## src/rtl/i2c_bit_master.sv

```systemverilog
module i2c_bit_master #(
  parameter int PW = 8
) (
  input  logic          clk,
  input  logic          rst_n,
  input  logic [PW-1:0] high_len,
  input  logic [PW-1:0] low_len,
  input  logic          cmd_valid,
  input  logic [1:0]    cmd,
  input  logic [7:0]    wr_data,
  input  logic          rd_ack,
  output logic          busy,
  output logic          done,
  output logic [7:0]    rd_data,
  output logic          got_nack,
  output logic          arb_lost,
  output logic          scl_oe,
  input  logic          scl_in,
  output logic          sda_oe,
  input  logic          sda_in
);

  localparam logic [1:0] OP_START = 2'd0;
  localparam logic [1:0] OP_STOP  = 2'd1;
  localparam logic [1:0] OP_WRITE = 2'd2;
  localparam logic [1:0] OP_READ  = 2'd3;
  localparam logic [4:0] BYTE_LAST = 5'd17;
  localparam logic [4:0] COND_LAST = 5'd2;

  logic [1:0]    op;
  logic [4:0]    step;
  logic [PW-1:0] cnt;
  logic [7:0]    tx;
  logic          ack_q;
  logic          sda_hold;
  logic [3:0]    bitn;
  logic          hi, last_step, want, first_low, seg_end, arb_hit;

  assign bitn      = step[4:1];
  assign hi        = op[1] ? step[0] : (step != 5'd0);
  assign last_step = op[1] ? (step == BYTE_LAST) : (step == COND_LAST);
  assign first_low = !hi && (cnt == '0);
  assign seg_end   = hi ? (scl_in && cnt == high_len - PW'(1)) : (cnt == low_len - PW'(1));

  always_comb begin
    case (op)
      OP_START: want = (step == 5'd2);
      OP_STOP:  want = (step != 5'd2);
      OP_WRITE: want = (bitn < 4'd8) ? ~tx[~bitn[2:0]] : 1'b0;
      default:  want = (bitn == 4'd8) && ack_q;
    endcase
  end

  assign arb_hit = busy && op == OP_WRITE && hi && bitn < 4'd8 && scl_in && !want && !sda_in;
  assign scl_oe  = busy && !hi;
  assign sda_oe  = (busy && !first_low) ? want : sda_hold;

  always_ff @(posedge clk or negedge rst_n) begin
    if (!rst_n) begin
      busy     <= 1'b0;
      done     <= 1'b0;
      op       <= OP_START;
      step     <= '0;
      cnt      <= '0;
      tx       <= '0;
      ack_q    <= 1'b0;
      sda_hold <= 1'b0;
      rd_data  <= '0;
      got_nack <= 1'b0;
      arb_lost <= 1'b0;
    end else begin
      done <= 1'b0;
      if (!busy) begin
        if (cmd_valid) begin
          busy     <= 1'b1;
          op       <= cmd;
          step     <= '0;
          cnt      <= '0;
          tx       <= wr_data;
          ack_q    <= rd_ack;
          arb_lost <= 1'b0;
          if (cmd == OP_WRITE) got_nack <= 1'b0;
        end
      end else if (arb_hit) begin
        busy     <= 1'b0;
        done     <= 1'b1;
        arb_lost <= 1'b1;
        sda_hold <= 1'b0;
      end else begin
        sda_hold <= sda_oe;
        if (hi && !scl_in) begin
          cnt <= cnt;
        end else if (seg_end) begin
          cnt <= '0;
          if (hi && op == OP_READ && bitn < 4'd8) rd_data <= {rd_data[6:0], sda_in};
          if (hi && op == OP_WRITE && bitn == 4'd8) got_nack <= sda_in;
          if (last_step) begin
            busy <= 1'b0;
            done <= 1'b1;
          end else begin
            step <= step + 5'd1;
          end
        end else begin
          cnt <= cnt + PW'(1);
        end
      end
    end
  end

endmodule

```

## config.mk

```make
export PLATFORM = sky130hd
export DESIGN_NAME = i2c_bit_master
export DESIGN_NICKNAME = d
export VERILOG_FILES = /design/src/rtl/i2c_bit_master.sv
export SDC_FILE = /design/constraint.sdc
export NUM_CORES = 1
export LEC_CHECK = 0
export ABC_AREA = 0
export BUFFER_PORTS_ARGS = -buffer_cell sky130_fd_sc_hd__buf_2
export CORE_UTILIZATION = 24
export CTS_CLUSTER_DIAMETER = 120
export DETAILED_ROUTE_END_ITERATION = 16
export GPL_TIMING_DRIVEN = 0
export HOLD_SLACK_MARGIN = 0.1
export MAX_ROUTING_LAYER = met4
export PLACE_DENSITY = 0.41
export SYNTH_ARGS = -nofsm -noshare
export SYNTH_HDL_FRONTEND = slang
export SYNTH_SLANG_ARGS = --single-unit
export TNS_END_PERCENT = 1
```

## constraint.sdc

```tcl
create_clock -name clk -period 3.2 [get_ports clk]
set_input_delay 0.16 -clock clk [delete_from_list [all_inputs] [get_ports clk]]
set_output_delay 0.16 -clock clk [all_outputs]
set_load 0.01 [all_outputs]
```

## Yosys cells after proc, flatten, opt, wreduce, memory -nomap -nowiden

Cells that the tools add are included.

- Flip-flop bits (word level): 37
- Output and inout bits: 14
- Bits of input ports: 32

- Add/sub/neg operators: 4
- Muxes and demuxes: 41
- $lt $le $gt $ge: 2
- Bitwise logic cells: 5
- Reductions and logical operators: 32
- Equal/unequal tests: 16

Operators by type and width:

| kind | count |
|---|---|
| $mux 8 | 5 |
| $mux 5 | 6 |
| $mux 1 | 28 |
| $eq 8x8->1 | 2 |
| $logic_and 1x1->1 | 16 |
| $sub 8x1->8 const B | 2 |
| $reduce_and 5->1 | 2 |
| $add 8x1->8 const B | 1 |
| $logic_not 8->1 | 1 |
| $eq 2x2->1 const B | 3 |
| $ne 2x1->1 const B | 3 |
| $ne 2x2->1 const B | 3 |
| $reduce_and 6->1 | 1 |
| $add 5x1->5 const B | 1 |
| $eq 5x2->1 const B | 1 |
| $eq 5x5->1 const B | 1 |
| $logic_not 1->1 | 5 |
| $ne 5x2->1 const B | 1 |
| $reduce_bool 5->1 | 1 |
| $eq 4x4->1 const B | 1 |
| $lt 3x4->1 const B | 1 |
| $lt 4x4->1 const B | 1 |
| $not 1->1 | 4 |
| $reduce_and 2->1 | 2 |
| 7 further kinds | 8 |

## Logic depth before layout (Yosys ltp)

Gate-level depths: netlist of run 1.

- Depth in word-level cells: 11
- Depth in mapped cells: 12
- Gate-level depth less buffers: 10

## Worst setup path before layout of run 1

No wires, ideal clock.

- Path type: reg2reg
- Start point: reg step[1]
- End point: reg rd_data[0]
- Period minus slack after synthesis: 2.822 ns
- Arrival time: 2.697 ns
- Cell stages (with the launch flop): 11
- Data required time: 3.075 ns
- Path buffers: 1
- Setup time: 0.125 ns
- Path slack: 0.378 ns
- Cell sequence: dfrtp_1 -> inv_1 -> ha_1 -> nor4bb_1 -> a21o_1 -> or4_4 -> a211oi_4 -> nor2_1 -> or3b_1 -> buf_6 -> mux2_4

- Longest elaborated chain between the ends: 11
- Elaborated cells between the ends (all ways): 26

Ends and longest elaborated chain:

| element | RTL line | RTL |
|---|---|---|
| start, declared | 31 | `logic [4:0] step;` |
| start signal, assigned | 101 | `step <= step + 5'd1;` |
| $not 3->3 | 49 | `OP_WRITE: want = (bitn < 4'd8) ? ~tx[~bitn[2:0]] : 1'b0;` |
| $bmux 1 s3 | 49 |  |
| $mux 1 (implied by the code) | 49 |  |
| $not 1->1 | 49 |  |
| $mux 1 | 49 |  |
| $pmux 1 s3 | 46 | `case (op)` |
| $logic_not 1->1 | 54 | `assign arb_hit = busy && op == OP_WRITE && hi && bitn < 4'd8 && scl_in && !want && !sda_in;` |
| $logic_and 1x1->1 (2 in series) | 54 |  |
| $not 1->1 (no line) | n/a |  |
| $reduce_and 5->1 (no line) (*) | n/a |  |
| end signal, assigned | 95 | `if (hi && op == OP_READ && bitn < 4'd8) rd_data <= {rd_data[6:0], sda_in};` |
| end, declared | 14 | `output logic [7:0] rd_data,` |

Mark *: on every way between the ends. The rest lies on a longest branch, timed or not. The select of a mux whose other input is x is not followed.
A chain may end at the register's enable or synchronous reset.

## Final worst setup path of run 1

- Start point: reg step[1]
- End point: reg rd_data[1]

Same word-level chain as after synthesis.

==> key figures, run 1 <==
Synthesis
  • Flops & latches, synth: 37
  • YS warnings: 0
  • Synth Cell Area: 2435 µm²
  • Simple-Gate Fraction of Synth Area: 20.04%
  • Compound-cell area share of the yosys netlist: 12.02%
  • Largest family of logic cells by synthesized area: simple AND/OR/NAND/NOR gates
  • Mapped Cells: 249
  • Async SR Flop Fraction: 100.0%
  • Dominant synthesized flop cell: dfrtp_1
  • Synth Area in Adders: 4.111%
  • Xor and xnor area share after synthesis: 7.914%
  • Mux share of post-synthesis cell area: 12.80%
  • Synth Area per Inst: 9.778 µm²
  • Mapped Nets: 289
  • Seq/Total Area, Yosys: 38.03%
  • Post-synth EDFFs: 0
  • Distinct cells, synth: 48

STA
  • Final WS setup: 0.1580 ns
  • Slew @ Worst Pin: 0.8695 ns
  • Max Slew Vio Count: 0
  • Fin crit period: 3.042 ns
  • Hold Fails Final Rpt: 0
  • Max Clock Skew: 0.004041 ns
  • Tcrit/Tclk final: 95.06%
  • Rel. slew slack: 42.03%
  • F_max: 328.7 MHz
  • Count of final setup violators: 0
  • Unrepaired setup endpoints after global routing: no
  • Setup TNS: 0 ns

Setup path
  • CP top delay family: simple AND/OR/NAND/NOR gates
  • Data required time at the worst endpoint: 3.38 ns
  • Slowest-stage cell, CP: or4_4
  • Critical path's largest stage delay: 0.57 ns
  • Crit. End Element: register
  • Worst path cell trace: inv_1 > ha_1 > nor4bb_1 > a21o_1 > or4_4 > a211oi_4 > nor2_2 > or3b_1 > buf_6 > mux2_4
  • Worst Path Arrival: 3.22 ns
  • Crit Path Max Fanout: 8
  • Crit path kind: register to register
  • Startpoint types: register
  • Crit path buffers/inverters: 2

GRT
  • First-pass GRT wire length: 9.804 mm
  • Initial antenna violation count: 0
  • GRT Total Usage: 12.64%
  • Largest net degree at the start of global routing: 38
  • Number of global-route vias before repair: 1921
  • Grt ovf: 0

Floorplan
  • Die area: 10550 µm²
  • Vert. Die Dim: 102.7 µm
  • Starting Density: 24.80%
  • DIE WIDTH: 102.7 µm
  • Cell Rows: 36
  • Io pins: 46
  • Core footprint: 9819 µm²

Finish
  • Antenna diodes: 0
  • Finished Layout Cells: 445
  • # fillers: 1063
  • Final #Nets: 351
  • Fraction of layout cells with a size suffix above 1: 28.21%
  • Area grow syn2layout: 24.00%

Drt
  • Final ANT Viol Nets: 0
  • Drt initial violations: 69
  • Residual DRC: 0
  • Vias/cell: 4.636
  • Routed wire length: 6.091 mm
  • Wire per inst: 13.69 µm
  • Pre-Repair DR Iteration Count: 4
  • Vias: 2063

Placement
  • HPWL Detailed: 4.397 mm
  • PortBufs: 45
  • Global placement routability congestion: 0.7486
  • Placement Setup Slack: 0.01060 ns
  • Placed Cells: 427

Power and ir drop
  • P_leak: 1.368 nW
  • Max VDD drop: 232.9 µV
  • Power density over cell area: 683.7 nW/µm²

Worst hold path
  • Min-delay worst type: input port to register

Clocking
  • # H-tree levels: 2
  • Worst-path clk slew: 0.08 ns
  • Worst skew pair latency: 0.29 ns
  • CTS root buf: clkbuf_8
  • Total CTS buffers: 5
  • CTS tree: yes
  • Clock Sinks: 37
  • CTS Buffer Depth: 2

Run
  • Maxcap violations: 0

Outcome
  • Status: finished clean
[area by class of cell]
| type | instances | area, µm² | area share (%) |
|---|---|---|---|
| multi-input combinational | 183 | 1394 | 46.17 |
| sequential | 37 | 927.1 | 30.71 |
| timing repair buffer | 55 | 325.3 | 10.77 |
| tap | 133 | 166.4 | 5.512 |
| clock buffer | 6 | 72.57 | 2.404 |
| buffer | 15 | 71.32 | 2.362 |
| inverter | 14 | 52.55 | 1.741 |
| clock inverter | 2 | 10.01 | 0.3315 |
[state kept, by name (all words and copies together) (netlist names)]
name and count:
arb_lost 1, step 5, ack_q 1, busy 1, op 2, sda_hold 1, cnt 8, rd_data 8
got_nack 1, tx 8, done 1
[power by group]
part,switching (W),internal (W),total (W)
Clock,0.000174,0.000151,0.000325
Sequential,0.000117,0.000615,0.000732
Combinational,0.000546,0.000462,0.00101
Total,0.000836,0.00123,0.00206
[cell usage in the layout, fill, tap and decap left out, types with 3 or more instances in the layout]
cell	count
xor2_1	5
nand3_1	13
or4_1	4
a22o_1	3
clkbuf_1	11
a21o_1	4
nand3b_1	4
inv_1	13
mux2_4	8
mux2_2	13
nor4b_1	3
xnor2_1	17
nand2_1	9
ha_1	8
a21oi_1	9
nand4_1	4
nor3_1	12
o21ai_0	9
or3_1	4
nor4_1	3
clkbuf_8	5
dfrtp_1	36
a31oi_1	5
buf_2	48
nor2_1	14
dlygate4sd3_1	10
[cells by family (layout without fill, tap and decap cells)]
logic type	count (synthesis)	in the layout
compound gates	43	43
mux	23	23
xor+xnor	22	22
simple gates	87	87
buf+inv	29	92
flops	37	37
fa+ha+maj	8	8
[path summary, 6_finish.rpt]
| check | slack, ns | from | cells after the start | endpoint |
|---|---|---|---|---|
| min in group asynchronous | 0.53 | rst_n | 2 | ack_q$_DFFE_PN0P_ |
| worst max register to register | 0.16 | step[1]$_DFFE_PN0P_ | 10 | rd_data[1]$_DFFE_PN0P_ |
| worst max-delay path | 0.16 | step[1]$_DFFE_PN0P_ | 10 | rd_data[1]$_DFFE_PN0P_ |
| worst min register to register | 0.50 | arb_lost$_DFFE_PN0P_ | 2 | arb_lost$_DFFE_PN0P_ |
| max in group asynchronous | 2.08 | rst_n | 2 | step[1]$_DFFE_PN0P_ |
| worst min-delay path | 0.12 | cmd[0] | 2 | op[0]$_DFFE_PN0P_ |
[stage by stage]
step / area, µm² / utilization [%] / power, W / hold slack (ns)
after detailed placement: 2826 / 28.78 / 0.001743 / 0.3452
after global placement: 2826 / 28.78 / 0.001733 / 0.3425
after global routing: 3019 / 30.75 / 0.002253 / 0.1110
after floorplan: 2435 / - / 0.001450 / -0.1356
final: 3019 / 30.75 / 0.002064 / 0.1232
after CTS: 3010 / 30.66 / 0.002088 / 0.1166
[per-layer routing]
| layer | wire length (µm) | up-vias | share of wire (%) | track usage (%) |
|---|---|---|---|---|
| met3 | 206 | 6 | 3.4 | 2.644 |
| met2 | 2863 | 33 | 47 | 20.26 |
| met5 | 0 | - | 0 | - |
| met4 | 68 | 0 | 1.1 | 3.956 |
| met1 | 2953 | 1005 | 48 | 15.91 |
| li1 | - | 1019 | - | - |
[cell usage after synthesis, drive strengths merged, types with 3 or more instances]
library cell   n  area share [%]
a21o           4             1.2
a21oi          9             1.8
a22o           3             1.1
a31oi          5             1.3
buf            5             1.4
clkbuf        10             1.5
dfrtp         37              38
ha             8             4.1
inv           14             2.2
mux2          21              11
nand2          9             1.4
nand3         13             2.7
nand3b         4             1.2
nand4          4             1.0
nor2          15             2.3
nor3          12             2.5
nor4           4             1.0
nor4b          3             1.1
o21ai         11             2.3
or3            4             1.0
or4            5             1.7
xnor2         17             6.1
xor2           5             1.8
[timing repair]
| item | in CTS | in global routing |
|---|---|---|
| resized for setup | 1 | 3 |
| hold endpoints to repair | 46 | 0 |
| gates cloned | 0 | 0 |
| setup endpoints to repair | 7 | 13 |
| hold buffers | 10 | 0 |
| buffers inserted | 0 | 0 |
No activity file was read; power rests on OpenSTA's default activity.
==> run 2, diff against run 1 <==
CTS_BUF_LIST = sky130_fd_sc_hd__clkbuf_4 sky130_fd_sc_hd__clkbuf_8   (was not set)
==> key figures, run 2 (synthesized netlist as in run 1, its figures left out) <==
GRT
  • Largest net degree at the start of global routing: 38
  • GRT Total Usage: 12.64%
  • Grt ovf: 0
  • Initial antenna violation count: 0
  • Number of global-route vias before repair: 1921
  • First-pass GRT wire length: 9.804 mm

Placement
  • PortBufs: 45
  • Placement Setup Slack: 0.01060 ns
  • Placed cell areas: 2826 µm²
  • HPWL Detailed: 4.397 mm
  • Global placement routability congestion: 0.7486

Finish
  • Most frequent cells in the layout: buf_2, dfrtp_1, xnor2_1, nor2_1
  • Final Util: 30.78%
  • Final #Nets: 351
  • Regs by FF count: cnt: 8 flops, rd_data: 8 flops, tx: 8 flops
  • Area taken by flip-flops and latches: 927.1 µm²
  • Fraction of layout cells with a size suffix above 1: 28.53%
  • Post-route design area: 3023 µm²
  • # fillers: 1061
  • Commonest non-fill, non-tap cell in the layout: buf_2
  • Antenna diodes: 0
  • Multi-input logic area: 1394 µm²
  • Area grow syn2layout: 24.15%

Clocking
  • Clock Sinks: 37
  • Worst-path clk slew: 0.08 ns
  • CTS root buf: clkbuf_8
  • Worst skew pair latency: 0.29 ns
  • CTS Buffer Depth: 2
  • Total CTS buffers: 5
  • # H-tree levels: 2
  • CTS tree: yes

Drt
  • Wire per inst: 13.69 µm
  • Routed met3 length: 215 µm
  • Routed wire length: 6.091 mm
  • DR top layer: met4
  • WL met2: 2.863 mm
  • M1 wire length: 2.944 mm
  • Final ANT Viol Nets: 0
  • Vias: 2065
  • Residual DRC: 0
  • Drt initial violations: 69
  • Pre-Repair DR Iteration Count: 4
  • Vias/cell: 4.640

Run
  • Maxcap violations: 0

Floorplan
  • Die area: 10550 µm²
  • DIE WIDTH: 102.7 µm
  • Core footprint: 9819 µm²
  • Io pins: 46
  • Vert. Die Dim: 102.7 µm
  • Cell Rows: 36
  • Starting Density: 24.80%

STA
  • Hold Fails Final Rpt: 0
  • Setup TNS: 0 ns
  • Worst Hold Margin: 0.1231 ns
  • Final WS setup: 0.1586 ns
  • Rel. slew slack: 42.04%
  • Max Slew Vio Count: 0
  • Slew @ Worst Pin: 0.8695 ns
  • F_max: 328.8 MHz
  • Tcrit/Tclk final: 95.05%
  • Unrepaired setup endpoints after global routing: no
  • Max Clock Skew: 0.004041 ns
  • Fin crit period: 3.041 ns
  • Count of final setup violators: 0

Setup path
  • Worst Path Arrival: 3.22 ns
  • Startpoint types: register
  • Crit. End Element: register
  • Crit Path Max Fanout: 8
  • Data required time at the worst endpoint: 3.38 ns
  • Crit path kind: register to register

Outcome
  • Status: finished clean

Power and ir drop
  • Power density over cell area: 685.6 nW/µm²
  • P_leak: 1.371 nW
  • Max VDD drop: 232.9 µV

Worst hold path
  • Min-delay worst type: input port to register
## run 2: cell counts in the layout (fill, tap and decap cells not counted)
No cell type changed its count.
## run 2: power by group
| part | internal [W] | switching [W] | leakage, nW |
|---|---|---|---|
| Clock | 0.000160 | 0.000174 | 0.0484 |
| Combinational | 0.000462 | 0.000546 | 0.861 |
| Sequential | 0.000615 | 0.000117 | 0.462 |
| Total | 0.00124 | 0.000836 | 1.37 |
## run 2: final cells by class
cell class,count,share of cell area [%]
repair buffers,55,10.76
flip-flops and latches,37,30.67
well taps,133,5.505
clock inverters,2,0.3311
inverters,14,1.738
plain buffers,15,2.359
clock buffers,6,2.525
multi-input cells,183,46.11
## run 2: critical path: stages, from the launching register on
cell      delay [ns]
dfrtp_2         0.47
inv_1           0.11
ha_1            0.18
nor4bb_1        0.12
a21o_1          0.25
or4_4           0.57
a211oi_4        0.25
nor2_2          0.12
or3b_1          0.40
buf_6           0.16
mux2_4          0.30
## run 2: repair_timing
item,CTS,global route
endpoints found under the hold margin,46,0
hold buffers,10,0
setup buffers,0,0
setup endpoints to repair,7,13
gates cloned,0,0
gates resized for setup,1,3
## run 2: path summary, 6_finish.rpt
path / start / end / slack [ns] / depth (start not counted)
max reg2reg: step[1]$_DFFE_PN0P_ / rd_data[1]$_DFFE_PN0P_ / 0.16 / 10
min reg2reg: arb_lost$_DFFE_PN0P_ / arb_lost$_DFFE_PN0P_ / 0.50 / 2
min in group asynchronous: rst_n / ack_q$_DFFE_PN0P_ / 0.53 / 2
min: cmd[0] / op[0]$_DFFE_PN0P_ / 0.12 / 2
max: step[1]$_DFFE_PN0P_ / rd_data[1]$_DFFE_PN0P_ / 0.16 / 10
max in group asynchronous: rst_n / step[1]$_DFFE_PN0P_ / 2.08 / 2
## run 2: routing by layer
metal	up-vias	track usage, %
met5	-	-
met2	35	20.26
met3	6	2.644
li1	1019	-
met4	0	3.956
met1	1005	15.91
## run 2: per-stage QoR
stage | total power, W | std cells
after floorplan | 0.001450 | 249
after global placement | 0.001733 | 427
after detailed placement | 0.001743 | 427
after CTS | 0.002097 | 445
after global routing | 0.002261 | 445
final | 0.002072 | 445
==> run 3, diff against run 2 <==
CELL_PAD_IN_SITES_DETAIL_PLACEMENT = 1   (was not set)
CELL_PAD_IN_SITES_GLOBAL_PLACEMENT = 1   (was not set)
CORE_ASPECT_RATIO = 1.75   (was not set)
CORE_UTILIZATION = 44   (was 24)
PLACE_DENSITY = 0.82   (was 0.41)
==> key figures, run 3 (synthesized netlist as in run 1, its figures left out) <==
STA
  • Max Slew Vio Count: 0
  • Tcrit/Tclk final: 96.78%
  • F_max: 322.9 MHz
  • Max Clock Skew: 0.003239 ns
  • Slew @ Worst Pin: 0.9155 ns
  • Rel. slew slack: 38.40%
  • Unrepaired setup endpoints after global routing: yes
  • Count of final setup violators: 0
  • Hold Fails Final Rpt: 0
  • Fin crit period: 3.097 ns

Setup path
  • Critical path endpoint: rd_data[3]$_DFFE_PN0P_
  • Data required time at the worst endpoint: 3.39 ns
  • Reg-to-Reg End: rd_data[3]$_DFFE_PN0P_
  • Crit Path Max Fanout: 8
  • Launch point of the worst path: step[1]$_DFFE_PN0P_
  • Worst Path Arrival: 3.29 ns
  • Critical path's largest stage delay: 0.57 ns
  • CP top delay family: simple AND/OR/NAND/NOR gates
  • Worst path cell trace: inv_1 > ha_1 > nor4bb_1 > a21o_1 > or4_4 > a211oi_4 > nor2_2 > or3b_1 > buf_6 > mux2_4
  • Crit. End Element: register
  • Slowest-stage cell, CP: or4_4
  • Startpoint types: register
  • FF-to-FF Start: step[1]$_DFFE_PN0P_
  • Crit path depth: 10
  • Crit path buffers/inverters: 2
  • R2R setup slack: 0.10 ns
  • Reg2Reg Depth: 10
  • Crit path kind: register to register

Drt
  • Vias: 2150
  • Wire per inst: 17.28 µm
  • Routed wire length: 6.653 mm
  • Final ANT Viol Nets: 0
  • Pre-Repair DR Iteration Count: 4
  • Residual DRC: 0
  • Drt initial violations: 61
  • Vias/cell: 5.584

Finish
  • Fraction of layout cells with a size suffix above 1: 28.94%
  • # fillers: 626
  • Regs by FF count: cnt: 8 flops, rd_data: 8 flops, tx: 8 flops
  • Commonest non-fill, non-tap cell in the layout: buf_2
  • Area grow syn2layout: 22.71%
  • Antenna diodes: 0
  • Finished Layout Cells: 385
  • Final #Nets: 350
  • Most frequent cells in the layout: buf_2, dfrtp_1, xnor2_1, nor2_1
  • Final Util: 56.39%

Outcome
  • Status: finished clean

Floorplan
  • Starting Density: 45.95%
  • Die area: 5847 µm²
  • Cell Rows: 35
  • DIE WIDTH: 58.23 µm
  • Core footprint: 5299 µm²
  • Vert. Die Dim: 100.4 µm
  • Io pins: 46

Clocking
  • Setup bufs post-CTS: 0
  • Total CTS buffers: 5
  • CTS tree: yes
  • Worst skew pair latency: 0.30 ns
  • CTS Buffer Depth: 2
  • CTS root buf: clkbuf_8
  • # H-tree levels: 2
  • Clock Sinks: 37
  • Worst-path clk slew: 0.08 ns

Power and ir drop
  • Max VDD drop: 246.6 µV
  • Power density over cell area: 757.0 nW/µm²
  • P_leak: 1.389 nW

Placement
  • Global placement routability congestion: 0.7894
  • Placed Cells: 368
  • HPWL Detailed: 4.986 mm
  • PortBufs: 45

Worst hold path
  • Hold Path Origin: wr_data[5]
  • Min-delay worst type: input port to register

GRT
  • Grt ovf: 0
  • GRT Total Usage: 26.42%
  • Initial antenna violation count: 0
  • First-pass GRT wire length: 11.11 mm
  • Largest net degree at the start of global routing: 38
  • Number of global-route vias before repair: 2404

Run
  • Maxcap violations: 0
==> run 3: changes by cell type in the layout (fill, tap and decap cells not counted) <==
cell           previous run  this run
clkinv_2                  2         1
clkbuf_4                  1         0
clkbuf_2                  0         1
clkbuf_1                 10         9
dlygate4sd3_1            10         9
bufinv_16                 0         2
==> run 3: metrics by stage <==
step / setup WS (ns) / instance area, µm² / hold WS (ns) / power [W] / setup TNS (ns)
after floorplan: 0.3778 / 2435 / -0.1356 / 0.001450 / 0
after global placement: 0.05463 / 2753 / 0.3001 / 0.001701 / 0
after detailed placement: -0.02253 / 2753 / 0.3080 / 0.001752 / -0.1159
after CTS: 0.03965 / 2978 / 0.1005 / 0.002272 / 0
after global routing: -0.01731 / 2988 / 0.1027 / 0.002424 / -0.09943
final: 0.1031 / 2988 / 0.1101 / 0.002262 / 0
==> run 3: power by group <==
group          leakage (nW)  total (W)  internal, W  switching [W]
Clock                0.0681   0.000485     0.000310       0.000176
Combinational         0.859    0.00104     0.000464       0.000572
Sequential            0.462   0.000740     0.000615       0.000125
==> run 3: per-layer routing <==
metal	global-route usage [%]	routed length, µm	part of all wire, %
met1	22.82	2297	35
met5	-	0	0
met2	51.46	3961	60
met3	3.222	119	1.8
met4	15.57	274	4.1
==> run 3: cell type report <==
cell class | count | area [µm²] | share of cell area [%]
Tap cell | 74 | 92.59 | 3.099
Clock inverter | 3 | 65.06 | 2.178
Multi-Input combinational cell | 183 | 1394 | 46.65
Buffer | 15 | 72.57 | 2.429
Inverter | 14 | 52.55 | 1.759
Sequential cell | 37 | 927.1 | 31.03
Clock buffer | 5 | 68.82 | 2.303
Timing Repair Buffer | 54 | 315.3 | 10.55
==> run 3: how the worst min path moves through the flow <==
stage / endpoint / depth (start not counted)
after floorplan: ack_q$_DFFE_PN0P_ / 0
after global placement: tx[5]$_DFFE_PN0P_ / 1
after detailed placement: tx[7]$_DFFE_PN0P_ / 1
after CTS: tx[5]$_DFFE_PN0P_ / 2
after global routing: tx[5]$_DFFE_PN0P_ / 2
final: tx[5]$_DFFE_PN0P_ / 2
==> run 3: what timing repair did <==
item / CTS / global route
resized for setup: 1 / 5
endpoints found under the hold margin: 45 / 0
setup endpoints to repair: 8 / 11
hold buffers: 9 / 0
==> run 3: worst register-to-register path, cell delays in order (launching register included) <==
cell,delay (ns)
dfrtp_2,0.47
inv_1,0.12
ha_1,0.19
nor4bb_1,0.12
a21o_1,0.25
or4_4,0.58
a211oi_4,0.26
nor2_2,0.13
or3b_1,0.41
buf_6,0.16
mux2_4,0.30
